[src/rtl/dac_pkg.sv]
package dac_pkg;
  localparam int FRAME_W = 16;
  localparam int CMD_W   = 4;
  localparam int DATA_W  = FRAME_W - CMD_W;
  localparam int NUM_CH  = 2;

  typedef struct packed {
    logic ld_a;
    logic up_a;
    logic ld_b;
    logic up_b;
  } dac_act_t;

  function automatic dac_act_t decode_cmd(input logic [CMD_W-1:0] c);
    dac_act_t r;
    r = '0;
    case (c)
      4'b0000: r.ld_a = 1'b1;
      4'b0001: r.up_a = 1'b1;
      4'b0010: begin r.ld_a = 1'b1; r.up_a = 1'b1; end
      4'b0011: r.ld_b = 1'b1;
      4'b0100: r.up_b = 1'b1;
      4'b0101: begin r.ld_b = 1'b1; r.up_b = 1'b1; end
      4'b1100: begin r.ld_a = 1'b1; r.ld_b = 1'b1; end
      4'b1101: begin r.up_a = 1'b1; r.up_b = 1'b1; end
      4'b1110: begin
        r.ld_a = 1'b1; r.up_a = 1'b1;
        r.ld_b = 1'b1; r.up_b = 1'b1;
      end
      default: r = '0;
    endcase
    return r;
  endfunction

  function automatic logic cmd_is_noop(input logic [CMD_W-1:0] c);
    return (c == 4'b0110) || (c == 4'b0111) || (c[3:2] == 2'b10) || (c == 4'b1111);
  endfunction
endpackage

[src/rtl/dac_sync.sv]
module dac_sync #(
  parameter int              W       = 1,
  parameter logic [W-1:0]    RST_VAL = '0
) (
  input  logic         clk,
  input  logic         rst,
  input  logic [W-1:0] d,
  output logic [W-1:0] q
);
  logic [W-1:0] meta;

  always_ff @(posedge clk) begin
    if (rst) begin
      meta <= RST_VAL;
      q    <= RST_VAL;
    end else begin
      meta <= d;
      q    <= meta;
    end
  end
endmodule

[src/rtl/dac_shifter.sv]
module dac_shifter #(
  parameter int FRAME_W = 16
) (
  input  logic               clk,
  input  logic               rst,
  input  logic               cs_n_s,
  input  logic               sck_s,
  input  logic               sdi_s,
  output logic [FRAME_W-1:0] sreg_q,
  output logic               frame_vld,
  output logic [FRAME_W-1:0] frame_word
);
  localparam int CNT_W = $clog2(FRAME_W + 1);

  logic             sck_d;
  logic             cs_d;
  logic [CNT_W-1:0] bit_cnt;
  logic             sck_rise;
  logic             cs_rise;
  logic             cnt_full;

  assign sck_rise = sck_s & ~sck_d & ~cs_n_s;
  assign cs_rise  = cs_n_s & ~cs_d;
  assign cnt_full = (bit_cnt == CNT_W'(FRAME_W));

  always_ff @(posedge clk) begin
    if (rst) begin
      sck_d      <= 1'b0;
      cs_d       <= 1'b1;
      bit_cnt    <= '0;
      sreg_q     <= '0;
      frame_vld  <= 1'b0;
      frame_word <= '0;
    end else begin
      sck_d     <= sck_s;
      cs_d      <= cs_n_s;
      frame_vld <= 1'b0;
      if (cs_n_s) begin
        bit_cnt <= '0;
      end else if (sck_rise) begin
        sreg_q <= {sreg_q[FRAME_W-2:0], sdi_s};
        if (!cnt_full) bit_cnt <= bit_cnt + 1'b1;
      end
      if (cs_rise && cnt_full) begin
        frame_word <= sreg_q;
        frame_vld  <= 1'b1;
      end
    end
  end
endmodule

[src/rtl/dac_decoder.sv]
module dac_decoder
  import dac_pkg::*;
(
  input  logic               clk,
  input  logic               rst,
  input  logic               frame_vld,
  input  logic [FRAME_W-1:0] frame_word,
  output dac_act_t           act_q,
  output logic [DATA_W-1:0]  data_q
);
  always_ff @(posedge clk) begin
    if (rst) begin
      act_q  <= '0;
      data_q <= '0;
    end else begin
      act_q <= '0;
      if (frame_vld) begin
        act_q  <= decode_cmd(frame_word[FRAME_W-1 -: CMD_W]);
        data_q <= frame_word[DATA_W-1:0];
      end
    end
  end
endmodule

[src/rtl/dac_channel.sv]
module dac_channel #(
  parameter int DATA_W = 12,
  parameter int RES    = 12
) (
  input  logic              clk,
  input  logic              rst,
  input  logic              ld,
  input  logic              up,
  input  logic [DATA_W-1:0] din,
  output logic [RES-1:0]    in_q,
  output logic [RES-1:0]    dac_q
);
  logic [RES-1:0] code;
  assign code = din[DATA_W-1 -: RES];

  always_ff @(posedge clk) begin
    if (rst) begin
      in_q  <= '0;
      dac_q <= '0;
    end else begin
      if (ld) in_q <= code;
      if (up) dac_q <= ld ? code : in_q;
    end
  end
endmodule

[src/rtl/dual_dac_ctrl.sv]
module dual_dac_ctrl
  import dac_pkg::*;
#(
  parameter int DAC_BITS = 12
) (
  input  logic                clk,
  input  logic                rst,
  input  logic                clr_n,
  input  logic                cs_n,
  input  logic                sck,
  input  logic                sdi,
  output logic                sdo,
  output logic [DAC_BITS-1:0] dac_a_code,
  output logic [DAC_BITS-1:0] dac_b_code
);
  logic               clr_n_s;
  logic               clr_act;
  logic               rst_all;
  logic [2:0]         pins_s;
  logic               cs_s;
  logic               sck_s;
  logic               sdi_s;
  logic [FRAME_W-1:0] sreg;
  logic               frame_vld;
  logic [FRAME_W-1:0] frame_word;
  dac_act_t           act;
  logic [DATA_W-1:0]  data;
  logic [NUM_CH-1:0]  ch_ld;
  logic [NUM_CH-1:0]  ch_up;
  logic [DAC_BITS-1:0] ch_in  [NUM_CH];
  logic [DAC_BITS-1:0] ch_dac [NUM_CH];

  dac_sync #(.W(1), .RST_VAL(1'b1)) u_clr_sync (
    .clk(clk), .rst(rst), .d(clr_n), .q(clr_n_s)
  );

  dac_sync #(.W(3), .RST_VAL(3'b100)) u_pin_sync (
    .clk(clk), .rst(rst), .d({cs_n, sck, sdi}), .q(pins_s)
  );

  assign cs_s    = pins_s[2];
  assign sck_s   = pins_s[1];
  assign sdi_s   = pins_s[0];
  assign clr_act = ~clr_n_s;
  assign rst_all = rst | clr_act;

  dac_shifter #(.FRAME_W(FRAME_W)) u_shift (
    .clk(clk), .rst(rst_all), .cs_n_s(cs_s), .sck_s(sck_s), .sdi_s(sdi_s),
    .sreg_q(sreg), .frame_vld(frame_vld), .frame_word(frame_word)
  );

  dac_decoder u_dec (
    .clk(clk), .rst(rst_all), .frame_vld(frame_vld), .frame_word(frame_word),
    .act_q(act), .data_q(data)
  );

  assign ch_ld = {act.ld_b, act.ld_a};
  assign ch_up = {act.up_b, act.up_a};

  for (genvar ch = 0; ch < NUM_CH; ch++) begin : g_ch
    dac_channel #(.DATA_W(DATA_W), .RES(DAC_BITS)) u_ch (
      .clk(clk), .rst(rst_all), .ld(ch_ld[ch]), .up(ch_up[ch]), .din(data),
      .in_q(ch_in[ch]), .dac_q(ch_dac[ch])
    );
  end

  assign sdo        = sreg[FRAME_W-1];
  assign dac_a_code = ch_dac[0];
  assign dac_b_code = ch_dac[1];
endmodule

[config.mk]
export PLATFORM = sky130hd
export DESIGN_NAME = dual_dac_ctrl
export DESIGN_NICKNAME = d
export VERILOG_FILES = /design/src/rtl/dac_pkg.sv /design/src/rtl/dac_sync.sv /design/src/rtl/dac_shifter.sv /design/src/rtl/dac_decoder.sv /design/src/rtl/dac_channel.sv /design/src/rtl/dual_dac_ctrl.sv
export SDC_FILE = /design/constraint.sdc
export NUM_CORES = 1
export LEC_CHECK = 0
export BUFFER_PORTS_ARGS = -buffer_cell sky130_fd_sc_hd__buf_2
export CORE_MARGIN = 2
export CORE_UTILIZATION = 45
export CTS_BUF_LIST = sky130_fd_sc_hd__clkbuf_16
export DETAILED_ROUTE_END_ITERATION = 6
export HOLD_SLACK_MARGIN = 0.06
export PLACE_DENSITY = 0.59
export SKIP_LAST_GASP = 1
export SYNTH_ARGS = -nofsm -noshare
export SYNTH_HDL_FRONTEND = slang
export SYNTH_HIERARCHICAL = 1
export SYNTH_SLANG_ARGS = --single-unit
export TNS_END_PERCENT = 1
[constraint.sdc]
create_clock -name clk -period 3.38 [get_ports clk]
set_input_delay 0.169 -clock clk [delete_from_list [all_inputs] [get_ports clk]]
set_output_delay 0.169 -clock clk [all_outputs]
set_load 0.01 [all_outputs]
==> flow_summary.yaml, run 1 <==
logic_synthesis:
  synth.avg_cell_area_um2: 10.1
  ys_ff_latch: 112
  synthDistinctLibCells: 33
  syn_area_mm2: 0.00405
  synth_nets: 410
  synth_top_area_share_pct: 55.4
  synth_top_cells_by_area: "dfxtp_1 55%, mux2i_1 13%, nor2_1 5.8%"
  syn-instance-count: 402
  ys_seq_area_share_pct: 55.4
  synth_warnings: 6
  synth.largest_area_cell: "dfxtp_1"
critical_path:
  crit_path_cell_trace: "nand2b_4 > buf_4 > nand2b_1 > mux2i_1"
  criticalPathCategory: "reg2reg"
  path_max_fanout: 81
  critical_path_required_ns: 3.60
  worst_ep_arrival_time_ns: 1.93
  path_buf_inv: 1
  crit_slowest_cell: "nand2b_4"
  crit_family: "simple AND/OR/NAND/NOR gates"
  startpoint_type: "flip-flop"
  end_kind: "flip-flop"
  cpPeakStageDelay_ns: 0.57
place:
  gp_congestion: 0.701
  placed_cell_area_mm2: 0.00423
  port_buffers: 30
  hpwl_mm: 4.53
  place_inst: 520
cells_and_area:
  area_delta_synth_final_pct: 13.3
  fin_nets: 435
  layout-drive-gt1-share_pct: 12.0
  stdcell_area_mm2: 0.00459
  instances_no_fill: 540
  finalCoreUtilization_pct: 52.6
  num_antenna_cells: 0
floorplanning:
  ios: 31
  rows: 34
  die_height_um: 98.9
  dieArea_mm2: 0.00978
  die_w_um: 98.9
  coreArea_mm2: 0.00872
  start_util_pct: 46.4
drt:
  via_per_inst: 4.91
  drt_wl_total_mm: 7.02
  route.detailed.drc: 0
  dr.pass1.iters: 4
  drtAntennaViolNets: 0
  wl_per_cell_um: 13.0
  drt-initial-drc-count: 80
  vias: 2654
sta:
  skew_ns: 0.00863
  drv_slew: 0
  period_share_pct: 50.5
  max_freq_ghz: 0.585
  finalSetupViolCount: 0
  hold_viol_final: 0
  setup_tns_ns: 0
  fin_crit_ns: 1.71
  grt_setup_unrepaired: "no"
  relSlewSlack_pct: 29.6
  worst_pin_slew_ns: 1.05
cts:
  clock-root-buffer: "clkbuf_16"
  clock_sinks: 112
  cts_max_path_buffers: 2
  htreeDepth: 3
  ctsResizeCount: 0
  cts_tree: "built"
  clkTransAtPathRegs_ns: 0.07
  cts-buffers-inserted: 9
  clock_latency_ns: 0.33
power:
  ir_drop_uv: 225
  p_leak_nw: 1.55
  p_per_area_mw_per_mm2: 540
grt:
  antenna_found_initial: 0
  grt_max_degree: 82
  grt.overflow.total: 0
  grt_pass1_wl_mm: 12.2
  track_usage_pct: 15.2
  first_global_vias: 2536
status:
  run_status: "complete, no violations"
worst_hold_path:
  hold_class: "in2reg"
job:
  maxCapViolCount: 0
## placed cells by master (no fill, tap or decap)
cell type	netlist	final
dfxtp_1	112	112
nor2_1	63	63
mux2i_1	52	52
nand2_1	35	35
nand2b_1	33	32
buf_2	5	30
a211oi_1	24	24
a21oi_1	20	20
clkbuf_16	0	9
nor2b_1	6	6
inv_1	3	4
dlygate4sd3_1	0	4
or2_1	4	4
xnor2_1	3	3
nand3_1	3	3
o21ai_1	3	3
inv_6	0	2
bufinv_16	0	2
buf_4	1	2
nand4bb_1	2	2
nor3b_2	2	2
or3_1	2	2
ha_1	2	2
nand2b_4	0	1
clkinv_1	0	1
clkinvlp_4	0	1
and2b_2	1	1
xor2_1	1	1
nand3b_1	1	1
nor2b_4	1	1
a21boi_1	1	1
and3_1	1	1
or3b_1	1	1
nor4bb_1	1	1
nor4_1	1	1
a31o_2	1	1
o21ai_0	1	1
## layer usage
layer / vias to the layer above / wire length (um) / GRT usage [%]
met3: 10 / 171 / 2.77
met4: 0 / 106 / 5.69
met1: 1215 / 3550 / 20.1
li1: 1399 / - / -
met2: 30 / 3190 / 24.8
met5: - / 0 / 0
## power breakdown
| group | switching [mW] | leakage (nW) | internal [mW] |
|---|---|---|---|
| logic | 0.0275 | 0.493 | 0.0177 |
| registers | 0.00219 | 0.904 | 1.32 |
| clock network | 0.457 | 0.155 | 0.650 |
| total | 0.487 | 1.55 | 1.99 |
## cell usage after synthesis
| master | count |
|---|---|
| nor2b_1 | 6 |
| nor2_1 | 63 |
| buf_6 | 3 |
| xnor2_1 | 3 |
| nand3b_1 | 1 |
| buf_2 | 5 |
| dfxtp_1 | 112 |
| buf_8 | 1 |
| or3_1 | 2 |
| a211oi_1 | 24 |
| nor4_1 | 1 |
| mux2i_1 | 52 |
| clkbuf_1 | 12 |
| nor4bb_1 | 1 |
| and3_1 | 1 |
| ha_1 | 2 |
| nor2b_4 | 1 |
| or3b_1 | 1 |
| buf_4 | 1 |
| nand2_1 | 35 |
| nand3_1 | 3 |
| a21boi_1 | 1 |
| and2b_2 | 1 |
| o21ai_0 | 1 |
| o21ai_1 | 3 |
| inv_1 | 3 |
| or2_1 | 4 |
| nand4bb_1 | 2 |
| a21oi_1 | 20 |
| a31o_2 | 1 |
| nand2b_1 | 33 |
| nor3b_2 | 2 |
| xor2_1 | 1 |
## through the flow
step	hold slack (ns)	worst slack, ns	power, mW
6_report	0.0861	1.67	2.48
5_1_grt	0.0891	1.52	2.57
4_1_cts	0.0754	1.67	2.51
3_5_place_dp	0.358	1.58	1.40
3_3_place_gp	0.355	1.64	1.40
2_1_floorplan	0.241	1.94	1.39
## final timing paths
path                                                 start                            endpoint  slack [ns]  cells after the start
worst max register to register     u_clr_sync/q$_SDFF_PP1_  u_shift/frame_word[8]$_SDFFE_PP0P_        1.67                      4
worst max-delay path               u_clr_sync/q$_SDFF_PP1_  u_shift/frame_word[8]$_SDFFE_PP0P_        1.67                      4
worst min-delay path                                   rst       u_pin_sync/meta[0]$_SDFF_PP0_        0.09                      2
worst min register to register  u_clr_sync/meta$_SDFF_PP1_             u_clr_sync/q$_SDFF_PP1_        0.42                      1
## repair_timing
item                      in CTS  in global routing
setup buffers                  0                  0
hold endpoints to repair       4                  0
hold buffers                   4                  0
## cell type report
| type | count | area (um2) |
|---|---|---|
| inverters | 3 | 11.3 |
| flip-flops and latches | 112 | 2240 |
| well taps | 108 | 135 |
| multi-input cells | 265 | 1680 |
| clock inverters | 7 | 92.6 |
| repair buffers | 36 | 205 |
| clock buffers | 9 | 225 |
| fillers | 816 | 4130 |
## cell families after synthesis
logic type	Yosys count	synth area share, %
AO/OA/AOI/OAI	50	7.82
XOR/XNOR	4	0.865
adder cells (fa/ha/maj)	2	0.618
buffers and inverters	25	3.40
flip-flops	112	55.4
multiplexers	52	12.9
AND/OR/NAND/NOR	157	19.1
## flip-flops by register name, summed over array words and instances (netlist names)
| signal | cells |
|---|---|
| u_shift/frame_vld | 1 |
| u_shift/frame_word | 16 |
| u_clr_sync/meta | 1 |
| u_pin_sync/q | 3 |
| u_shift/cs_d | 1 |
| u_dec/data_q | 12 |
| g_ch.u_ch/in_q | 24 |
| u_shift/sreg_q | 16 |
| u_clr_sync/q | 1 |
| u_shift/sck_d | 1 |
| g_ch.u_ch/dac_q | 24 |
| u_dec/act_q | 4 |
| u_pin_sync/meta | 3 |
| u_shift/bit_cnt | 5 |
(Power assumes the default switching activity.)
==> run 2, diff against run 1 <==
clock period = 1.7 ns   (was 3.38 ns; I/O delays follow)
==> run 2 against run 1 <==
Net effect: register-to-register slack worse by 1.5 ns; fmax increased by 11%; clock skew increased by 0.0030 ns; via count grew 1.5%; clock-buffer cell count is the same; clock power grew 86%; cell count increased by 2.4%; highest routed layer unchanged.
==> flow_summary.yaml, run 2 (synthesis results as in run 1) <==
sta:
  skew_ns: 0.0117
  worst_pin_slew_ns: 0.618
  grt_setup_unrepaired: "no"
  fin_crit_ns: 1.54
  hold_viol_final: 0
  drv_slew: 0
  setup_tns_ns: 0
  relSlewSlack_pct: 58.7
  max_freq_ghz: 0.651
  period_share_pct: 90.3
  finalSetupViolCount: 0
cts:
  clkTransAtPathRegs_ns: 0.08
  cts_max_path_buffers: 2
  cts-buffers-inserted: 9
  clock_latency_ns: 0.34
  clock_sinks: 112
  clock-root-buffer: "clkbuf_16"
  htreeDepth: 3
  cts_tree: "built"
place:
  port_buffers: 30
  placed_cell_area_mm2: 0.00432
  hpwl_mm: 4.74
  gp_congestion: 0.803
floorplanning:
  ios: 31
  rows: 34
  die_w_um: 98.9
  coreArea_mm2: 0.00872
  dieArea_mm2: 0.00978
  die_height_um: 98.9
  start_util_pct: 46.4
critical_path:
  startpoint_type: "flip-flop"
  worst_ep_arrival_time_ns: 1.80
  rrSetupSlack_ns: 0.16
  ff2ff_path_depth: 6
  crit_end: "u_shift/frame_word[8]$_SDFFE_PP0P_"
  criticalPathCategory: "reg2reg"
  end_kind: "flip-flop"
  startpoint: "u_shift/bit_cnt[0]$_SDFFE_PP0P_"
  critical_path_required_ns: 1.97
  timing.rr.start: "u_shift/bit_cnt[0]$_SDFFE_PP0P_"
  regToRegEndpoint: "u_shift/frame_word[8]$_SDFFE_PP0P_"
  path_max_fanout: 17
grt:
  first_global_vias: 2530
  antenna_found_initial: 0
  grt.overflow.total: 0
  grt_pass1_wl_mm: 12.2
  track_usage_pct: 15.6
  grt_max_degree: 67
drt:
  drt-initial-drc-count: 62
  via_per_inst: 4.87
  drt_wl_total_mm: 7.05
  route.detailed.drc: 0
  vias: 2694
  dr.pass1.iters: 4
  drtAntennaViolNets: 0
  wl_per_cell_um: 12.7
job:
  maxCapViolCount: 0
cells_and_area:
  area_delta_synth_final_pct: 16.2
  mostFrequentLayoutCells: "112 x dfxtp_1, 63 x nor2_1, 52 x mux2i_1, 35 x nand2_1, 32 x nand2b_1"
  largestRegisters: "g_ch.u_ch/dac_q (24), g_ch.u_ch/in_q (24)"
  final_common_cell: "dfxtp_1"
  num_antenna_cells: 0
  fill_cells: 814
  fin_nets: 448
  layout-drive-gt1-share_pct: 13.9
  stdcell_area_mm2: 0.00470
worst_hold_path:
  hold_class: "reg2reg"
status:
  run_status: "complete, no violations"
power:
  total_power_mw: 4.81
  p_leak_nw: 1.61
  p_per_area_mw_per_mm2: 1020
  ir_drop_uv: 517
run 2: cell type report:
cell class	instances	area [um2]	area share, %
clock buffers	9	225	4.79
clock inverters	7	72.6	1.54
inverters	3	11.3	0.239
multi-input cells	265	1680	35.7
flip-flops and latches	112	2240	47.7
well taps	108	135	2.87
repair buffers	49	340	7.23
run 2: critical path: stages, from the launching register on:
cell and delay [ns]:
dfxtp_1 0.35, inv_1 0.09, ha_1 0.18, nand4bb_1 0.18, nor3b_2 0.27, buf_12 0.21, mux2i_1 0.19
run 2: worst min-delay path by stage:
stage | from | end | cells after the start
after floorplan | rst | u_pin_sync/meta[0]$_SDFF_PP0_ | 1
after global placement | clr_n | u_clr_sync/meta$_SDFF_PP1_ | 2
after detailed placement | clr_n | u_clr_sync/meta$_SDFF_PP1_ | 2
after CTS | u_pin_sync/meta[2]$_SDFF_PP1_ | u_pin_sync/q[2]$_SDFF_PP1_ | 1
after global routing | u_pin_sync/meta[2]$_SDFF_PP1_ | u_pin_sync/q[2]$_SDFF_PP1_ | 1
final | u_pin_sync/meta[2]$_SDFF_PP1_ | u_pin_sync/q[2]$_SDFF_PP1_ | 1
run 2: timing repair:
action,CTS,global route
resized for setup,0,0
hold buffers,9,0
setup buffers,0,0
endpoints found under the hold margin,8,0
run 2: per-layer routing:
| metal | vias to the layer above | part of all wire [%] | routed length [um] | GRT usage, % |
|---|---|---|---|---|
| li1 | 1433 | - | - | - |
| met3 | 9 | 2.7 | 188 | 3.62 |
| met1 | 1212 | 49 | 3480 | 20.6 |
| met5 | - | 0 | 0 | 0 |
| met2 | 40 | 46 | 3270 | 24.6 |
| met4 | 0 | 1.5 | 104 | 6.22 |
run 2: where the power goes:
part           internal [mW]  total [mW]  switching (mW)
Combinational         0.0488       0.105          0.0566
Sequential              2.63        2.63         0.00459
Clock                   1.04        2.07            1.02
Total                   3.72        4.81            1.08
run 2: stage by stage:
stage                     std cells  hold slack, ns  setup slack (ns)  util [%]
after CTS                       553           0.413             0.169      53.9
after global routing            553           0.428            0.0409      53.9
after global placement          528           0.261             0.282      49.5
after floorplan                 402           0.157             0.261         -
final                           553           0.409             0.164      53.9
after detailed placement        528           0.266             0.181      49.5
